`config.mk`:
```
export PLATFORM = sky130hd
export DESIGN_NAME = bcd_calendar_clock
export DESIGN_NICKNAME = d
export VERILOG_FILES = /design/src/rtl/bcc_pkg.sv /design/src/rtl/bcc_second_phase.sv /design/src/rtl/bcc_clock_chain.sv /design/src/rtl/bcc_date_chain.sv /design/src/rtl/bcd_calendar_clock.sv
export SDC_FILE = /design/constraint.sdc
export NUM_CORES = 1
export LEC_CHECK = 0
export CAP_MARGIN = 20
export CORE_AREA = 2 2 81 102
export DETAILED_ROUTE_END_ITERATION = 16
export DIE_AREA = 0 0 83 104
export PLACE_DENSITY_LB_ADDON = 0.08
export SETUP_SLACK_MARGIN = 0.1
export SLEW_MARGIN = 20
export SYNTH_ARGS = -nofsm -noshare
export SYNTH_HDL_FRONTEND = slang
export SYNTH_HIERARCHICAL = 1
export SYNTH_SLANG_ARGS = --single-unit
```
`constraint.sdc`:
```
create_clock -name clk -period 7 [get_ports clk]
set_clock_uncertainty 0.1 [all_clocks]
set_input_delay 1.4 -clock clk [delete_from_list [all_inputs] [get_ports clk]]
set_output_delay 1.4 -clock clk [all_outputs]
set_load 0.02 [all_outputs]
```
`src/rtl/bcc_pkg.sv`:
```
package bcc_pkg;

  localparam int unsigned BYTE_W = 8;
  localparam int unsigned NUM_REGS = 7;
  localparam int unsigned ADDR_W = 3;

  typedef enum logic [ADDR_W-1:0] {
    RG_SEC  = 3'd0,
    RG_MIN  = 3'd1,
    RG_HOUR = 3'd2,
    RG_WDAY = 3'd3,
    RG_DATE = 3'd4,
    RG_MON  = 3'd5,
    RG_YEAR = 3'd6
  } reg_idx_e;

  // Field masks applied on write
  localparam logic [BYTE_W-1:0] MASK_SEC  = 8'hFF;
  localparam logic [BYTE_W-1:0] MASK_MIN  = 8'h7F;
  localparam logic [BYTE_W-1:0] MASK_HOUR = 8'h7F;
  localparam logic [BYTE_W-1:0] MASK_WDAY = 8'h07;
  localparam logic [BYTE_W-1:0] MASK_DATE = 8'h3F;
  localparam logic [BYTE_W-1:0] MASK_MON  = 8'h1F;
  localparam logic [BYTE_W-1:0] MASK_YEAR = 8'hFF;

  // Two-digit BCD increment, no wrap handling
  function automatic logic [BYTE_W-1:0] bcd_inc(input logic [BYTE_W-1:0] v);
    if (v[3:0] >= 4'h9) return {v[7:4] + 4'h1, 4'h0};
    return {v[7:4], v[3:0] + 4'h1};
  endfunction

  // Year multiple of four, tested digit-wise
  function automatic logic bcd_leap(input logic [BYTE_W-1:0] y);
    if (!y[4]) return (y[3:0] == 4'h0) || (y[3:0] == 4'h4) || (y[3:0] == 4'h8);
    return (y[3:0] == 4'h2) || (y[3:0] == 4'h6);
  endfunction

  // Last date of a month as BCD
  function automatic logic [BYTE_W-1:0] month_last(input logic [BYTE_W-1:0] m,
                                                   input logic [BYTE_W-1:0] y);
    case (m)
      8'h02: return bcd_leap(y) ? 8'h29 : 8'h28;
      8'h04, 8'h06, 8'h09, 8'h11: return 8'h30;
      default: return 8'h31;
    endcase
  endfunction

  // Next hour byte for either layout
  function automatic logic [BYTE_W-1:0] hour_advance(input logic [BYTE_W-1:0] h);
    logic [BYTE_W-1:0] t;
    if (h[6]) begin
      if (h[4:0] == 5'h12) return {2'b01, h[5], 5'h01};
      if (h[4:0] == 5'h11) return {2'b01, ~h[5], 5'h12};
      t = bcd_inc({3'b000, h[4:0]});
      return {2'b01, h[5], t[4:0]};
    end
    if (h[5:0] >= 6'h23) return 8'h00;
    t = bcd_inc({2'b00, h[5:0]});
    return {2'b00, t[5:0]};
  endfunction

  // Hour byte at which the next advance rolls into a new day
  function automatic logic is_day_end(input logic [BYTE_W-1:0] h);
    if (h[6]) return h[5] && (h[4:0] == 5'h11);
    return h[5:0] >= 6'h23;
  endfunction

endpackage

```
`src/rtl/bcc_second_phase.sv`:
```
module bcc_second_phase #(
  parameter int unsigned TICKS_PER_SEC = 1
) (
  input  logic clk,
  input  logic rst_n,
  input  logic tick,
  input  logic run,
  input  logic restart,
  output logic sec_step
);

  generate
    if (TICKS_PER_SEC <= 1) begin : g_direct
      assign sec_step = tick && run && !restart;

      a_r11_restart_cancels: assert property (@(posedge clk) disable iff (!rst_n)
        restart |-> !sec_step);
    end else begin : g_count
      localparam int unsigned PW = $clog2(TICKS_PER_SEC);
      localparam logic [PW-1:0] LAST = PW'(TICKS_PER_SEC - 1);

      logic [PW-1:0] phase_q;
      logic          at_last;

      assign at_last  = (phase_q == LAST);
      assign sec_step = tick && run && !restart && at_last;

      always_ff @(posedge clk or negedge rst_n) begin
        if (!rst_n)            phase_q <= '0;
        else if (restart)      phase_q <= '0;
        else if (tick && run)  phase_q <= at_last ? '0 : phase_q + PW'(1);
      end

      // a fresh phase needs more than one tick before the next step
      a_r11_phase_restart: assert property (@(posedge clk) disable iff (!rst_n)
        restart |=> !sec_step);
      // halted phase does not move
      a_r9_phase_frozen: assert property (@(posedge clk) disable iff (!rst_n)
        (!run && !restart) |=> $stable(phase_q));
    end
  endgenerate

endmodule

```
`src/rtl/bcc_clock_chain.sv`:
```
module bcc_clock_chain
  import bcc_pkg::*;
(
  input  logic              clk,
  input  logic              rst_n,
  input  logic              sec_step,
  input  logic              wr_sec,
  input  logic              wr_min,
  input  logic              wr_hour,
  input  logic [BYTE_W-1:0] wr_data,
  output logic [BYTE_W-1:0] sec_q,
  output logic [BYTE_W-1:0] min_q,
  output logic [BYTE_W-1:0] hour_q,
  output logic              halted,
  output logic              day_step
);

  logic sec_wrap, min_wrap;
  logic [BYTE_W-1:0] sec_inc, min_inc;

  assign halted   = sec_q[7];
  assign sec_wrap = sec_step && (sec_q[6:0] >= 7'h59);
  assign min_wrap = sec_wrap && (min_q[6:0] >= 7'h59);
  assign day_step = min_wrap && is_day_end(hour_q);
  assign sec_inc  = bcd_inc({1'b0, sec_q[6:0]});
  assign min_inc  = bcd_inc({1'b0, min_q[6:0]});

  always_ff @(posedge clk or negedge rst_n) begin
    if (!rst_n) begin
      sec_q  <= '0;
      min_q  <= '0;
      hour_q <= '0;
    end else begin
      if (wr_sec)        sec_q <= wr_data & MASK_SEC;
      else if (sec_step) sec_q <= {sec_q[7], sec_wrap ? 7'h00 : sec_inc[6:0]};

      if (wr_min)        min_q <= wr_data & MASK_MIN;
      else if (sec_wrap) min_q <= min_wrap ? 8'h00 : {1'b0, min_inc[6:0]};

      if (wr_hour)       hour_q <= wr_data & MASK_HOUR;
      else if (min_wrap) hour_q <= hour_advance(hour_q);
    end
  end

  a_r2_sec_wrap: assert property (@(posedge clk) disable iff (!rst_n)
    sec_wrap |=> (sec_q[6:0] == 7'h00));
  a_r3_min_carry: assert property (@(posedge clk) disable iff (!rst_n)
    (sec_wrap && !wr_min) |=> (min_q != $past(min_q)));
  a_r5_noon_toggle: assert property (@(posedge clk) disable iff (!rst_n)
    (min_wrap && !wr_hour && hour_q[6] && hour_q[4:0] == 5'h11)
      |=> (hour_q[5] != $past(hour_q[5])));
  a_r5_one_keeps_pm: assert property (@(posedge clk) disable iff (!rst_n)
    (min_wrap && !wr_hour && hour_q[6] && hour_q[4:0] == 5'h12)
      |=> (hour_q[5] == $past(hour_q[5]) && hour_q[4:0] == 5'h01));
  a_r4_midnight: assert property (@(posedge clk) disable iff (!rst_n)
    (min_wrap && !wr_hour && !hour_q[6] && hour_q[5:0] == 6'h23)
      |=> (hour_q == 8'h00));

endmodule

```
`src/rtl/bcc_date_chain.sv`:
```
module bcc_date_chain
  import bcc_pkg::*;
(
  input  logic              clk,
  input  logic              rst_n,
  input  logic              day_step,
  input  logic              wr_wday,
  input  logic              wr_date,
  input  logic              wr_mon,
  input  logic              wr_year,
  input  logic [BYTE_W-1:0] wr_data,
  output logic [BYTE_W-1:0] wday_q,
  output logic [BYTE_W-1:0] date_q,
  output logic [BYTE_W-1:0] mon_q,
  output logic [BYTE_W-1:0] year_q
);

  logic date_wrap, mon_wrap;
  logic [BYTE_W-1:0] last_date;

  assign last_date = month_last(mon_q, year_q);
  assign date_wrap = day_step && (date_q >= last_date);
  assign mon_wrap  = date_wrap && (mon_q >= 8'h12);

  always_ff @(posedge clk or negedge rst_n) begin
    if (!rst_n) begin
      wday_q <= 8'h01;
      date_q <= 8'h01;
      mon_q  <= 8'h01;
      year_q <= 8'h00;
    end else begin
      if (wr_wday)       wday_q <= wr_data & MASK_WDAY;
      else if (day_step) wday_q <= (wday_q >= 8'h07) ? 8'h01 : wday_q + 8'h01;

      if (wr_date)       date_q <= wr_data & MASK_DATE;
      else if (day_step) date_q <= date_wrap ? 8'h01 : bcd_inc(date_q);

      if (wr_mon)         mon_q <= wr_data & MASK_MON;
      else if (date_wrap) mon_q <= mon_wrap ? 8'h01 : bcd_inc(mon_q);

      if (wr_year)       year_q <= wr_data & MASK_YEAR;
      else if (mon_wrap) year_q <= (year_q >= 8'h99) ? 8'h00 : bcd_inc(year_q);
    end
  end

  a_r6_wday_wrap: assert property (@(posedge clk) disable iff (!rst_n)
    (day_step && !wr_wday && wday_q == 8'h07) |=> (wday_q == 8'h01));
  a_r7_date_wrap: assert property (@(posedge clk) disable iff (!rst_n)
    (date_wrap && !wr_date) |=> (date_q == 8'h01));
  a_r8_year_wrap: assert property (@(posedge clk) disable iff (!rst_n)
    (mon_wrap && !wr_year && year_q == 8'h99) |=> (year_q == 8'h00));
  a_r8_month_wrap: assert property (@(posedge clk) disable iff (!rst_n)
    (mon_wrap && !wr_mon) |=> (mon_q == 8'h01));

endmodule

```
`src/rtl/bcd_calendar_clock.sv`:
```
module bcd_calendar_clock
  import bcc_pkg::*;
#(
  parameter int unsigned TICKS_PER_SEC = 1
) (
  input  logic              clk,
  input  logic              rst_n,
  input  logic              sub_tick,
  input  logic              wr_en,
  input  logic [ADDR_W-1:0] wr_addr,
  input  logic [BYTE_W-1:0] wr_data,
  input  logic [ADDR_W-1:0] rd_addr,
  output logic [BYTE_W-1:0] rd_data
);

  logic [NUM_REGS-1:0] wr_sel;
  logic                sec_step, day_step, halted;
  logic [BYTE_W-1:0]   sec_q, min_q, hour_q, wday_q, date_q, mon_q, year_q;

  genvar gi;
  generate
    for (gi = 0; gi < NUM_REGS; gi++) begin : g_wsel
      assign wr_sel[gi] = wr_en && (wr_addr == ADDR_W'(gi));
    end
  endgenerate

  bcc_second_phase #(.TICKS_PER_SEC(TICKS_PER_SEC)) u_phase (
    .clk      (clk),
    .rst_n    (rst_n),
    .tick     (sub_tick),
    .run      (!halted),
    .restart  (wr_sel[RG_SEC]),
    .sec_step (sec_step)
  );

  bcc_clock_chain u_clock (
    .clk      (clk),
    .rst_n    (rst_n),
    .sec_step (sec_step),
    .wr_sec   (wr_sel[RG_SEC]),
    .wr_min   (wr_sel[RG_MIN]),
    .wr_hour  (wr_sel[RG_HOUR]),
    .wr_data  (wr_data),
    .sec_q    (sec_q),
    .min_q    (min_q),
    .hour_q   (hour_q),
    .halted   (halted),
    .day_step (day_step)
  );

  bcc_date_chain u_date (
    .clk      (clk),
    .rst_n    (rst_n),
    .day_step (day_step),
    .wr_wday  (wr_sel[RG_WDAY]),
    .wr_date  (wr_sel[RG_DATE]),
    .wr_mon   (wr_sel[RG_MON]),
    .wr_year  (wr_sel[RG_YEAR]),
    .wr_data  (wr_data),
    .wday_q   (wday_q),
    .date_q   (date_q),
    .mon_q    (mon_q),
    .year_q   (year_q)
  );

  always_comb begin
    case (rd_addr)
      RG_SEC:  rd_data = sec_q;
      RG_MIN:  rd_data = min_q;
      RG_HOUR: rd_data = hour_q;
      RG_WDAY: rd_data = wday_q;
      RG_DATE: rd_data = date_q;
      RG_MON:  rd_data = mon_q;
      RG_YEAR: rd_data = year_q;
      default: rd_data = '0;
    endcase
  end

  a_r9_halt_freeze: assert property (@(posedge clk) disable iff (!rst_n)
    (halted && !wr_en) |=> $stable({sec_q, min_q, hour_q, wday_q, date_q, mon_q, year_q}));
  a_r9_halt_no_step: assert property (@(posedge clk) disable iff (!rst_n)
    halted |-> !sec_step);
  a_r10_wr_onehot: assert property (@(posedge clk) disable iff (!rst_n)
    $onehot0(wr_sel));
  a_r6_wday_rsvd: assert property (@(posedge clk) disable iff (!rst_n)
    (rd_addr == RG_WDAY) |-> (rd_data[7:3] == 5'b0));
  a_r10_unused_addr: assert property (@(posedge clk) disable iff (!rst_n)
    (rd_addr == 3'd7) |-> (rd_data == 8'h00));

endmodule

```
# == Word-level counts from Yosys, hierarchy flattened ==
# Cells that the tools add are included.
# word_totals
reg_bits,56
latchBits,0
ramBits,0
mem_bits_ro,0
inputBits,18
out_inout_bits,8
elab_cells,197
n_memories,0
# op_classes
addsub,14
n_mul,0
n_div,0
magnitude_cmp,13
eq_ne,23
n_shift,0
n_mux,89
bitwise,1
n_reduce_logical,43
# ops
operator,count
two-way mux 8 bit,31
case mux 8 bit (7 select lines),1
two-way mux 7 bit,7
two-way mux 1 bit,45
adder 4 x 1 -> 4 bit (second input constant),9
>= comparator 4 bit (second input constant),6
== test 3 bit (second input constant),6
== test 8 x 3 -> 1 bit (second input constant),2
case mux 8 bit (2 select lines),1
logical AND 1 bit,15
nonzero test 3 bit,5
>= comparator 7 bit (second input constant),2
nonzero test 2 bit,7
== test 3 x 2 -> 1 bit (second input constant),4
two-way mux 6 bit,2
AND reduction 2 bit,6
== test 5 bit (second input constant),2
two-way mux 5 bit,2
adder 8 x 1 -> 8 bit (second input constant),1
== test 4 x 3 -> 1 bit (second input constant),2
== test 8 x 2 -> 1 bit (second input constant),1
== test 8 x 4 -> 1 bit (second input constant),1
== test 8 x 5 -> 1 bit (second input constant),1
>= comparator 8 x 3 -> 1 bit (second input constant),1
17 further kinds,23

# == Depth between registers and ports, before layout ==
# logic_depth
ltp_word,26
depth_mapped,13
depth_no_buf,13

# == Hierarchy ==
# The synthesis kept the hierarchy.
# modules_own_cells
mod,instances,cells_each,area_per_inst_um2
bcc_date_chain,1,231,2149.6
bcc_clock_chain,1,195,1725.4
bcd_calendar_clock,1,76,573.0
bcc_second_phase,1,1,8.8

# == Worst setup path after synthesis ==
# Ideal clock, no wire load.
# synth_timing
kind,input port to flip-flop
from,input wr_addr[2]
to,register u_date.year_q[2]
setup_time_ps,126
t_arrival_ps,3865
required_ps,6774
path_slack_ps,2909
stages,12
n_path_buf,2
cell_sequence,nand2b_1 nor3_1 and3b_1 clkbuf_1 o311a_4 nand2_1 nor3_1 clkbuf_1 clkinv_1 a211oi_1 nor2_1 a221o_1
# synth_between
elab_chain_cells,10
# synth_rtl
item,line_no,rtl
from (decl),bcd_calendar_clock.sv:10,"input logic [ADDR_W-1:0] wr_addr,"
zero test 3 bit,bcd_calendar_clock.sv:23,assign wr_sel[gi] = wr_en && (wr_addr == ADDR_W'(gi));
logical AND 1 bit,bcd_calendar_clock.sv:23,
named net wr_sel[0],bcd_calendar_clock.sv:16,logic [NUM_REGS-1:0] wr_sel;
zero test 1 bit,bcc_second_phase.sv:14,assign sec_step = tick && run && !restart;
logical AND 1 bit,bcc_second_phase.sv:14,
named net sec_step,bcd_calendar_clock.sv:17,"logic sec_step, day_step, halted;"
logical AND 1 bit,bcc_clock_chain.sv:22,assign sec_wrap = sec_step && (sec_q[6:0] >= 7'h59);
logical AND 1 bit,bcc_clock_chain.sv:23,assign min_wrap = sec_wrap && (min_q[6:0] >= 7'h59);
logical AND 1 bit,bcc_clock_chain.sv:24,assign day_step = min_wrap && is_day_end(hour_q);
named net day_step,bcd_calendar_clock.sv:17,
logical AND 1 bit,bcc_date_chain.sv:22,assign date_wrap = day_step && (date_q >= last_date);
logical AND 1 bit,bcc_date_chain.sv:23,assign mon_wrap = date_wrap && (mon_q >= 8'h12);
nonzero test 2 bit (no line),-,
to (signal assigned),bcc_date_chain.sv:41,if (wr_year) year_q <= wr_data & MASK_YEAR;
to (signal assigned),bcc_date_chain.sv:42,else if (mon_wrap) year_q <= (year_q >= 8'h99) ? 8'h00 : bcd_inc(year_q);
to (decl),bcc_date_chain.sv:15,output logic [BYTE_W-1:0] year_q
# The timed path passes the listed nets, and every way through them passes these cells.
# A chain may end at the register's enable or synchronous reset.

# == Worst setup path in the final report ==
# layout_timing
from,input rd_addr[0]
to,output rd_data[6]
# layout_between
elab_chain_cells,2
# layout_rtl
item,line_no,rtl
from (decl),bcd_calendar_clock.sv:12,"input logic [ADDR_W-1:0] rd_addr,"
"== test 3 bit, or another cell as far along",bcd_calendar_clock.sv:67,case (rd_addr)
case mux 8 bit (7 select lines) (*),bcd_calendar_clock.sv:67,
to (decl),bcd_calendar_clock.sv:13,output logic [BYTE_W-1:0] rd_data
# Mark *: on every way between the ends. The rest lies on a longest branch, timed or not.

==> results.py <==
metrics = {
    "synth": {
        "ys.flop_type": "dfrtp_1",
        "synthesis.area_per_instance_sq_um": 8.86,
        "synthesis.area_sq_um": 4460,
        "synth_edf_count": 0,
        "synth-seq-cells": 54,
        "yosys_warnings": 6,
        "synth_seq_area_share": 0.304,
        "syn-instance-count": 503,
        "async_flop_share": 1.00,
        "ys_types": 74,
    },
    "grt": {
        "track_usage": 0.290,
        "grt_pass1_wl_mm": 20.3,
        "grt_max_degree": 55,
        "overflow": 0,
        "grt_antenna_before_repair": 0,
        "grt_pass1_vias": 3942,
    },
    "critical_path": {
        "path_class": "primary input to output pin",
        "crit_chain": "clkdlybuf4s50_1, mux4_2, mux2_2, clkdlybuf4s50_1",
        "crit_fanout": 23,
        "rrSetupSlack_ns": 3.51,
        "cp.arrival_ns": 3.84,
        "required_ns": 5.50,
        "startpoint_type": "primary input",
        "end_kind": "output pin",
        "crit_path_top_delay_cell": "clkdlybuf4s50_1",
        "slowest_delay_ns": 1.02,
        "critPathMostFrequentCell": "clkdlybuf4s50_1",
    },
    "floorplanning": {
        "die_area_sq_um": 8630,
        "die_w_um": 83,
        "die_h_um": 104,
        "io_pins": 26,
        "core_area_sq_um": 7700,
        "initial_core_util": 0.579,
        "rows": 36,
    },
    "detailed_routing": {
        "wl_per_cell_um": 20.3,
        "viasPerCell": 6.76,
        "first_pass_iters": 5,
        "drc": 0,
        "ant_nets": 0,
        "drt-total-wl_mm": 12.5,
        "vias": 4177,
        "dr.first_iter.drc_count": 350,
    },
    "clock_tree": {
        "clk_path_buf_depth": 2,
        "cts.repair.resized": 0,
        "cts_tree": "built",
        "cts_buffers": 5,
        "root_buffer": "clkbuf_8",
        "hold_buffers": 0,
        "cts.sinks": 54,
        "htree_levels": 2,
        "post_cts_buffers": 0,
        "clkTransAtPathRegs_ns": 0.09,
        "clk_latency_ns": 0.31,
    },
    "timing": {
        "min_period_ns": 5.34,
        "fmax_ghz": 0.187,
        "slew_headroom": 0.315,
        "hold_ws_ns": 0.481,
        "fin_crit_sh": 0.762,
        "max_slew.worst_pin.slew_ns": 1.02,
        "hold_violations": 0,
        "setup_tns_ns": 0,
        "rsz0062_at_grt": "false",
        "drv_slew": 0,
        "setup_viol": 0,
        "fin_ws_ns": 1.66,
    },
    "place": {
        "place_ws_ns": 1.56,
        "dp_hpwl_mm": 9.02,
        "io_buffers": 25,
        "gp_congestion": 1.03,
    },
    "power": {
        "ir_worst_vdd_v": 0.000161,
        "leakagePower_nw": 2.05,
        "switching_share": 0.456,
        "internal_power_mw": 0.847,
        "p_comb_frac": 0.452,
        "pwr-share-seq": 0.410,
        "power.clock.fraction": 0.138,
        "power_switching_mw": 0.711,
        "power_mw": 1.56,
        "p_per_area_nw_per_um2": 320,
    },
    "layout": {
        "final_common_cell": "dfrtp_1",
        "n_antenna_cell": 0,
        "multi_input_area_sq_um": 2850,
        "num-nets-final": 578,
        "syn_to_final_growth_pct": 9.04,
        "utilization": 0.631,
        "drive_above_1_share": 0.0822,
        "layout_common_cells": "51 x dfrtp_1, 43 x nand2_1, 38 x ha_1",
        "fill_cells": 665,
        "seqCellArea_sq_um": 1360,
    },
    "run_status": {
        "status": "finished, final reports clean",
    },
    "job": {
        "max_cap_viol_count": 0,
    },
    "hold_path": {
        "holdCritPathClass": "flip-flop to flip-flop",
    },
}
power groups by stage:
stage,combinational [mW],clock (mW),sequential [mW]
floorplan,0.548,0,0.546
finish,0.704,0.215,0.639
global route,0.791,0.231,0.656
CTS,0.694,0.221,0.633
detailed placement,0.690,0,0.635
global placement,0.668,0,0.641
cells by family (layout without fill, tap and decap cells):
family | Yosys count | count (layout) | synth area share
compound gates | 152 | 152 | 0.257
fa+ha+maj | 38 | 38 | 0.107
buf+inv | 58 | 77 | 0.0590
flops | 54 | 54 | 0.304
mux | 23 | 23 | 0.0550
other cells | 1 | 2 | 0.000841
simple gates | 177 | 177 | 0.217
worst max-delay path, delay by kind of cell:
kind     cells  cell delay (ns)
buf+inv      2             1.55
mux          2             0.87
synthesized netlist by cell type, types with 10 or more instances:
cell      instances  share of area
a21oi_1          23          0.026
a31oi_1          11          0.015
a32oi_1          12          0.024
clkbuf_1         10         0.0084
dfrtp_1          51           0.29
ha_1             38           0.11
inv_1            37          0.031
mux2i_1          20          0.045
nand2_1          43          0.036
nand3_1          14          0.016
nor2_1           28          0.024
nor3_1           19          0.021
o21ai_0          13          0.015
o21ai_1          13          0.015
final timing paths:
check	startpoint	endpoint	cells past startpoint
max	rd_addr[0]	rd_data[6]	4
min	u_date/wday_q[7]	u_date/wday_q[7]	1
max reg2reg	u_clock/sec_q[1]	u_date/year_q[2]	11
min reg2reg	u_date/wday_q[7]	u_date/wday_q[7]	1
max in group asynchronous	rst_n	u_date/mon_q[3]	2
min in group asynchronous	rst_n	u_clock/sec_q[3]	2
flip-flops by register name (all words and copies together), names as in the netlist:
register and count:
u_clock/min_q 7, u_clock/sec_q 8, u_clock/hour_q 7, u_date/wday_q 8, u_date/date_q 8, u_date/mon_q 8, u_date/year_q 8
cell type report:
class | count | share of cell area
clock buffer | 6 | 0.0149
clock inverter | 2 | 0.00772
inverter | 38 | 0.0294
multi-input combinational | 392 | 0.586
sequential | 54 | 0.279
tap | 95 | 0.0245
timing repair buffer | 31 | 0.0587
metal layers:
metal | up-vias | part of all wire | GRT usage
li1 | 1941 | - | -
met1 | 2030 | 0.43 | 0.385
met2 | 172 | 0.48 | 0.493
met3 | 34 | 0.062 | 0.0317
met4 | 0 | 0.027 | 0.0925
met5 | - | 0 | 0
stage by stage:
stage / instances / instance area (sq um)
CTS: 618 / 4860
floorplan: 504 / 4460
global placement: 610 / 4750
global route: 618 / 4860
detailed placement: 610 / 4750
finish: 618 / 4860
Power figures use the tool's default switching activity.
